## config.mk

```make
export PLATFORM = sky130hd
export DESIGN_NAME = failover_ctrl
export DESIGN_NICKNAME = d
export VERILOG_FILES = /design/src/rtl/fo_pkg.sv /design/src/rtl/fo_health.sv /design/src/rtl/fo_timer.sv /design/src/rtl/failover_ctrl.sv
export SDC_FILE = /design/constraint.sdc
export NUM_CORES = 1
export LEC_CHECK = 0
export ABC_AREA = 1
export BUFFER_PORTS_ARGS = -buffer_cell sky130_fd_sc_hd__buf_2
export CAP_MARGIN = 10
export CORE_MARGIN = 2
export CORE_UTILIZATION = 48
export DETAILED_ROUTE_END_ITERATION = 6
export HOLD_SLACK_MARGIN = 0.03
export PLACE_DENSITY_LB_ADDON = 0.3
export REMOVE_ABC_BUFFERS = 1
export SLEW_MARGIN = 20
export SYNTH_ARGS = -nofsm -noshare
export SYNTH_HDL_FRONTEND = slang
export SYNTH_SLANG_ARGS = --single-unit
```

## constraint.sdc

```tcl
create_clock -name clk -period 1.58 [get_ports clk]
set_clock_uncertainty 0.15 [all_clocks]
set_input_delay 0.316 -clock clk [delete_from_list [all_inputs] [get_ports clk]]
set_output_delay 0.316 -clock clk [all_outputs]
set_load 0.05 [all_outputs]
```

## src/rtl/fo_pkg.sv

```systemverilog
package fo_pkg;
  typedef enum logic [1:0] {
    S_PRI  = 2'd0,
    S_TOB  = 2'd1,
    S_BAK  = 2'd2,
    S_TOP  = 2'd3
  } fo_state_e;
endpackage

```

## src/rtl/fo_health.sv

```systemverilog
module fo_health #(
  parameter int N_MSG = 4
) (
  input  logic             steady,
  input  logic             pri_alive,
  input  logic             pri_io_match,
  input  logic [N_MSG-1:0] inst_mask,
  input  logic [N_MSG-1:0] pri_cmsn,
  input  logic [N_MSG-1:0] pri_comm,
  input  logic [N_MSG-1:0] bak_cmsn,
  input  logic [N_MSG-1:0] bak_comm,
  output logic             go_over,
  output logic             go_back
);
  logic [N_MSG-1:0] pri_lost, bak_lost;
  logic any_inst, pri_some, pri_all, bak_full, base_fault;

  always_comb begin
    pri_lost   = inst_mask & ~(pri_cmsn & pri_comm);
    bak_lost   = inst_mask & ~(bak_cmsn & bak_comm);
    any_inst   = |inst_mask;
    pri_some   = |pri_lost;
    pri_all    = any_inst && (pri_lost == inst_mask);
    bak_full   = ~|bak_lost;
    base_fault = !pri_alive || !pri_io_match;
    go_over    = base_fault
              || (!steady && pri_some)
              || (steady && pri_some && bak_full)
              || (steady && pri_all);
    go_back    = pri_alive && pri_io_match && !pri_some;
  end
endmodule

```

## src/rtl/fo_timer.sv

```systemverilog
module fo_timer #(
  parameter int LEN = 8
) (
  input  logic clk,
  input  logic rst_n,
  input  logic start,
  output logic expired
);
  localparam int CW = (LEN > 1) ? $clog2(LEN) : 1;
  localparam logic [CW-1:0] LOADV = CW'(LEN - 1);
  logic [CW-1:0] cnt;

  always_ff @(posedge clk) begin
    if (!rst_n)          cnt <= '0;
    else if (start)      cnt <= LOADV;
    else if (cnt != '0)  cnt <= cnt - 1'b1;
  end

  assign expired = (cnt == '0);

  p_timer_load_r8: assert property (@(posedge clk) disable iff (!rst_n)
    start |=> (cnt == LOADV));
endmodule

```

## src/rtl/failover_ctrl.sv

```systemverilog
module failover_ctrl
  import fo_pkg::*;
#(
  parameter int N_MSG       = 4,
  parameter int XFER_CYCLES = 37_500_000
) (
  input  logic             clk,
  input  logic             rst_n,
  input  logic             steady,
  input  logic             pri_alive,
  input  logic             pri_io_match,
  input  logic [N_MSG-1:0] inst_mask,
  input  logic [N_MSG-1:0] pri_cmsn,
  input  logic [N_MSG-1:0] pri_comm,
  input  logic [N_MSG-1:0] bak_cmsn,
  input  logic [N_MSG-1:0] bak_comm,
  output logic             pri_out_en,
  output logic             bak_out_en,
  output logic             pri_active,
  output logic             bak_active,
  output logic             ev_pri_assume,
  output logic             ev_bak_assume,
  output logic             ev_pri_relinq,
  output logic             ev_bak_relinq
);
  fo_state_e state, state_nx;
  logic go_over, go_back, win_start, win_done;

  fo_health #(.N_MSG(N_MSG)) u_health (
    .steady(steady), .pri_alive(pri_alive), .pri_io_match(pri_io_match),
    .inst_mask(inst_mask), .pri_cmsn(pri_cmsn), .pri_comm(pri_comm),
    .bak_cmsn(bak_cmsn), .bak_comm(bak_comm),
    .go_over(go_over), .go_back(go_back)
  );

  fo_timer #(.LEN(XFER_CYCLES)) u_timer (
    .clk(clk), .rst_n(rst_n), .start(win_start), .expired(win_done)
  );

  always_comb begin
    state_nx = state;
    case (state)
      S_PRI: if (go_over)  state_nx = S_TOB;
      S_TOB: if (win_done) state_nx = S_BAK;
      S_BAK: if (go_back)  state_nx = S_TOP;
      S_TOP: if (win_done) state_nx = S_PRI;
      default:             state_nx = S_PRI;
    endcase
    win_start = (state == S_PRI && state_nx == S_TOB)
             || (state == S_BAK && state_nx == S_TOP);
  end

  always_ff @(posedge clk) begin
    if (!rst_n) begin
      state         <= S_PRI;
      ev_pri_assume <= 1'b0;
      ev_bak_assume <= 1'b0;
      ev_pri_relinq <= 1'b0;
      ev_bak_relinq <= 1'b0;
    end else begin
      state         <= state_nx;
      ev_pri_relinq <= (state == S_PRI) && (state_nx == S_TOB);
      ev_bak_relinq <= (state == S_BAK) && (state_nx == S_TOP);
      ev_bak_assume <= (state == S_TOB) && (state_nx == S_BAK);
      ev_pri_assume <= (state == S_TOP) && (state_nx == S_PRI);
    end
  end

  assign pri_active = (state == S_PRI);
  assign bak_active = (state == S_BAK);
  assign pri_out_en = pri_active;
  assign bak_out_en = bak_active;

  p_excl_r2: assert property (@(posedge clk) disable iff (!rst_n)
    !(pri_out_en && bak_out_en));
  p_relinq_blocked_r10: assert property (@(posedge clk) disable iff (!rst_n)
    (ev_pri_relinq || ev_bak_relinq) |-> (!pri_out_en && !bak_out_en));
  p_assume_bak_r10: assert property (@(posedge clk) disable iff (!rst_n)
    ev_bak_assume |-> (bak_out_en && $rose(bak_out_en)));
  p_assume_pri_r10: assert property (@(posedge clk) disable iff (!rst_n)
    ev_pri_assume |-> pri_out_en);
  p_strobe_once_r10: assert property (@(posedge clk) disable iff (!rst_n)
    (ev_pri_relinq || ev_bak_relinq || ev_pri_assume || ev_bak_assume) |=>
      !(ev_pri_relinq || ev_bak_relinq || ev_pri_assume || ev_bak_assume));
  p_fall_blocks_r8: assert property (@(posedge clk) disable iff (!rst_n)
    $fell(pri_out_en) |-> !bak_out_en);
  p_active_ties_r9: assert property (@(posedge clk) disable iff (!rst_n)
    $rose(bak_active) |-> $past(!pri_active));
endmodule

```

==> Word level (Yosys, flattened, before mapping) <==
Cells that the tools add are included.
{ "word_totals": {"register_bits": 32, "inputBits": 25, "output_inout_bits": 8, "word_cells": 59} }
{ "classes": {"addsub": 1, "n_eq_ne": 7, "n_mux": 7, "n_bitwise": 7, "n_reduce_logical": 30} }
{ "op_table": {"columns": ["cell", "count"], "rows": [
  ["$mux 26", 2],
  ["$logic_not 26->1", 1],
  ["$reduce_bool 26->1", 1],
  ["$sub 26x1->26 const B", 1],
  ["$and 4x4->4", 4],
  ["$reduce_or 4->1", 3],
  ["$logic_and 1x1->1", 11],
  ["$eq 2x2->1 const B", 4],
  ["$mux 2", 4],
  ["$not 4->4", 2],
  ["$pmux 2 s4", 1],
  ["$logic_not 1->1", 5],
  ["$logic_or 1x1->1", 5],
  ["$eq 2x1->1 const B", 2],
  ["$eq 4x4->1", 1],
  ["$logic_not 2->1", 2],
  ["$reduce_bool 2->1", 1],
  ["$reduce_or 2->1", 1],
  ["$not 1->1", 1]
]} }

==> Depth between registers and ports, before layout <==
{ "depth": {"depth_word": 14, "depth_mapped": 12} }

==> Modules after synthesis <==
A second synthesis with hierarchy kept.
{ "unflattened": {"hier_cells": 316, "hier_area_um2": 1994.4} }
{ "modules_own_cells": {"columns": ["module", "n_inst", "cells_each", "area_per_inst_um2", "seq_area_each_um2"], "rows": [
  ["fo_timer", 1, 250, 1600.3, 520.5],
  ["failover_ctrl", 1, 29, 236.5, 120.1],
  ["fo_health", 1, 37, 157.7, 0.0]
]} }

==> Least setup slack after synthesis <==
Ideal clock, no wire load.
{ "synth_path": {"path_kind": "register to register", "from": "register state[1]", "to": "register u_timer.cnt[11]", "t_arrival_ns": 1.666, "path_slack_ns": -0.352, "path_stages_with_launch": 6, "n_path_buf": 1, "synth_period_minus_slack_ns": 1.932, "path_cell_list": "dfxtp_1 -> nor2_1 -> nand2_2 -> nand3_2 -> buf_2 -> nor2_1"} }
{ "synth_between": {"elab_chain_len": 6} }
{ "synth_lines": {"columns": ["item", "line_no", "rtl"], "rows": [
  ["from (decl)", "failover_ctrl.sv:26", "fo_state_e state, state_nx;"],
  ["from (signal assigned)", "failover_ctrl.sv:61", "state <= state_nx;"],
  ["$logic_not 2->1 (*)", null, null],
  ["net pri_active", "failover_ctrl.sv:19", "output logic pri_active,"],
  ["$pmux 2 s4", "failover_ctrl.sv:42", "case (state)"],
  ["$eq 2x1->1 / $eq 2x2->1 (equally long branches)", "failover_ctrl.sv:49, failover_ctrl.sv:50", null],
  ["$logic_and 1x1->1, on equally long branches", "failover_ctrl.sv:49, failover_ctrl.sv:50", null],
  ["$logic_or 1x1->1 (*)", "failover_ctrl.sv:50", "|| (state == S_BAK && state_nx == S_TOP);"],
  ["$reduce_or 2->1 (no line) (*)", null, null],
  ["to (signal assigned)", "fo_timer.sv:16", "else if (cnt != '0) cnt <= cnt - 1'b1;"],
  ["to (decl)", "fo_timer.sv:11", "logic [CW-1:0] cnt;"]
]} }
The timed path passes the listed nets; every way through them passes the cells marked *.
A chain may end at the register's enable or synchronous reset.

==> Worst setup path in the final report <==
{ "layout_path": {"from": "register u_timer.cnt[17]", "to": "register u_timer.cnt[25]"} }
{ "layout_between": {"elab_chain_len": 7} }
{ "layout_lines": {"columns": ["item"], "rows": [
  ["parallel branches: the longest is 7 deep, another holds $sub 26x1->26"]
]} }
Parallel ways; which one is timed is not known. The select of a mux whose other input is x is not followed.

==> qor.csv <==
stage,metric,value,unit
floorplan,DIE HEIGHT,69.2,um
sta,RSZ-0062 raised after global routing,yes,
worst_setup_path,Most common cell on crit path,nor2_1,
pwr,switching share of total power,32.1,%
hold_path,Worst Hold Class,input port to register,
run,Max Cap Viol,0,
pwr,Sequential Power Share,34.7,%
detailed_routing,Antenna Nets Post-Route,0,
pwr,Cell Int Power,1.78,mW
finish,Synth-to-Final Area Change,41.9,%
detailed_routing,number of DRC markers in iteration 0,91,
pwr,Max rail drop VDD,606,uV
clock_tree,CTS H-Tree Depth,2,
detailed_routing,Routed WL per cell,13.0,um
global_route,overall global routing resource usage,22.5,%
global_route,total gr overflow,0,
floorplan,die area,4790,sq um
worst_setup_path,slowest cell on the critical path,dfxtp_1,
worst_setup_path,"Arr. time, crit path",1650,ps
finish,sequential cell area,648,sq um
logic_synthesis,mean post-synth cell area,6.39,sq um
sta,"Slew Viols, Final",0,
clock_tree,total CTS buffers,5,
finish,share of layout cells above drive strength 1,40.7,%
sta,Final Worst Setup Slack,-34.2,ps
detailed_routing,vias per cell,5.04,
floorplan,I/O Pins,33,
global_route,vias in the first global route,2030,
worst_setup_path,Worst EP required,1620,ps
pwr,Psw,841,uW
sta,Tightest Pin Transition,268,ps
place,gpl congestion,0.944,
sta,fin crit period,1610,ps
logic_synthesis,synth unique cells,29,
clock_tree,worst-case clock buffer depth,2,
sta,final period utilization,102,%
finish,fin nets,422,
global_route,first-pass GRT wire length,8.60,mm
finish,Multi-input gate area,1380,sq um
place,port bufs,32,
sta,Fmax,0.619,GHz
logic_synthesis,synthesized area,2040,sq um
outcome,failing checks,negative setup slack,
outcome,run status,finished with violations,
detailed_routing,Routed WL,5.79,mm
worst_setup_path,CP cell instances,"buf_4, nor2_2, nand2_1, nor2_1, nand2_1, nor2_1, nand2_1, nand2_1, nor2_1, nor2_1, nor2_1",
worst_setup_path,critical path class,register to register,
clock_tree,TritonCTS clock tree,yes,
pwr,Pleak,1.48,nW
detailed_routing,DRC viols,0,
floorplan,Core ar.,4060,sq um
place,post-DP HPWL,4.10,mm
floorplan,row count,23,
place,Setup Slack @ Placement,-130,ps
floorplan,Die W,69.2,um
pwr,power density over the cells,907,nW/um^2
logic_synthesis,"Seq/Total Area, Yosys",31.4,%
pwr,Clock power frac,33.3,%
worst_setup_path,CP bufs+invs,1,
worst_setup_path,critical path launch point type,register,
worst_setup_path,Max stage delay on crit path,330,ps
logic_synthesis,number of synthesized register bits,32,
detailed_routing,Pre-Repair DR Iteration Count,4,
global_route,antenna violations before repair,0,
worst_setup_path,Crit. End Element,register,
worst_setup_path,Worst Path Max Fanout,2,
worst_setup_path,critical path's top delay family,simple AND/OR/NAND/NOR gates,
finish,filler cell count,310,
global_route,largest net degree at the start of global routing,17,
clock_tree,clk_lat worst skew,290,ps
sta,Final Hold Viols,0,
clock_tree,clk root buf,clkbuf_8,
floorplan,Initial Utilization,50.3,%
logic_synthesis,Synth warnings,0,
detailed_routing,routed vias,2249,
finish,"Cell Count, Final, Fillers Out",446,
finish,ant diodes,0,
logic_synthesis,Synth Instances,319,
place,Placed Cells,434,
pwr,combinational power share,32.0,%
sta,final setup fails,4,
clock_tree,clock sinks,32,
clock_tree,clock-pin slew on the worst setup and hold paths,70,ps
sta,normalized max-slew margin,82.3,%
## registers in the layout, indices dropped and copies added, names as in the netlist
register / count
ev_bak_assume: 1
ev_bak_relinq: 1
ev_pri_assume: 1
ev_pri_relinq: 1
state: 2
u_timer.cnt: 26
## final timing paths
check | start | end | slack (ps) | cells past startpoint
max | u_timer.cnt[17] | u_timer.cnt[25] | -30 | 11
min | rst_n | u_timer.cnt[3] | 160 | 3
max reg2reg | u_timer.cnt[17] | u_timer.cnt[25] | -30 | 11
min reg2reg | state[1] | ev_pri_assume | 350 | 2
## power by group through the flow
stage	combinational [mW]	clock (mW)	sequential, mW
CTS	0.743	0.882	0.899
floorplan	0.418	0	0.923
detailed placement	0.720	0	0.916
global route	0.916	0.914	0.916
finish	0.838	0.874	0.912
global placement	0.704	0	0.914
## Yosys cell counts
master	instances	area, sq um
nand2_1	94	353
nor2_1	56	210
nand3_1	37	185
dfxtp_1	32	641
inv_1	27	101
nor2_2	11	68.8
xnor2_1	8	70.1
nand3_2	7	70.1
nand4_1	6	37.5
xor2_1	5	43.8
a21o_1	3	22.5
buf_2	3	15.0
buf_4	3	22.5
clkbuf_1	3	11.3
inv_2	3	11.3
or2_2	3	18.8
ha_1	2	25.0
nand2_2	2	12.5
nor2_4	2	22.5
o21ai_0	2	10.0
o21ai_1	2	10.0
a21oi_1	1	5.00
a21oi_2	1	8.76
a31oi_1	1	6.26
buf_6	1	11.3
nand4_2	1	12.5
nand4_4	1	21.3
nor3_1	1	5.00
o21bai_1	1	7.51
## metrics by stage
| stage | hold WS, ps | total power, mW | TNS [ps] | utilization (%) | instance area, sq um |
|---|---|---|---|---|---|
| after floorplan | 264 | 1.34 | -33080 | - | 1980 |
| after global placement | 318 | 1.62 | -1070 | 62.5 | 2540 |
| after detailed placement | 325 | 1.64 | -1950 | 62.5 | 2540 |
| after CTS | 165 | 2.52 | -176 | 67.3 | 2730 |
| after global routing | 165 | 2.75 | -1670 | 71.3 | 2890 |
| final | 165 | 2.62 | -56.2 | 71.3 | 2890 |
## metal layers
metal / GRT usage (%) / wire length [um]
met1: 26.7 / 2460
met2: 38.9 / 2970
met3: 5.96 / 273
met4: 8.06 / 92
met5: 0 / 0
## worst reg2reg max path, delay by kind of cell (launching register included)
family                 cells  cell delay [ps]
flip-flops                 1              330
buffers and inverters      1              150
AND/OR/NAND/NOR           10              870
## area by class of cell
class | count | share of cell area (%)
timing repair buffer | 79 | 19.6
clock inverter | 1 | 1.04
inverter | 30 | 3.89
multi-input combinational | 247 | 47.6
tap | 50 | 2.16
sequential | 32 | 22.4
clock buffer | 7 | 3.33
## cell families after synthesis
logic type | Yosys count | synth area share (%)
AOI/OAI and AO/OA | 11 | 3.44
xor gates and xnor gates | 13 | 5.58
adders and majority gates | 2 | 1.23
buffers and inverters | 40 | 8.47
DFF | 32 | 31.4
and+or+nand+nor | 221 | 49.9
## cells in the final DEF (no fill, tap or decap), drive strengths merged
cell,count
bufinv,1
clkbuf,7
o21bai,1
a21o,3
o21ai,4
ha,2
nor3,1
buf,79
dfxtp,32
xnor2,8
nor2,69
a21oi,2
nand3,44
inv,30
a31oi,1
nand2,96
xor2,5
or2,3
nand4,8
## timing repair
item	in CTS	in global routing
hold buffers	0	0
resized for setup	15	52
endpoints found under the hold margin	0	0
pin swaps	6	13
endpoints found under the setup margin	31	32
setup buffers	2	2
Note: power is estimated with default switching activity, not from simulation.
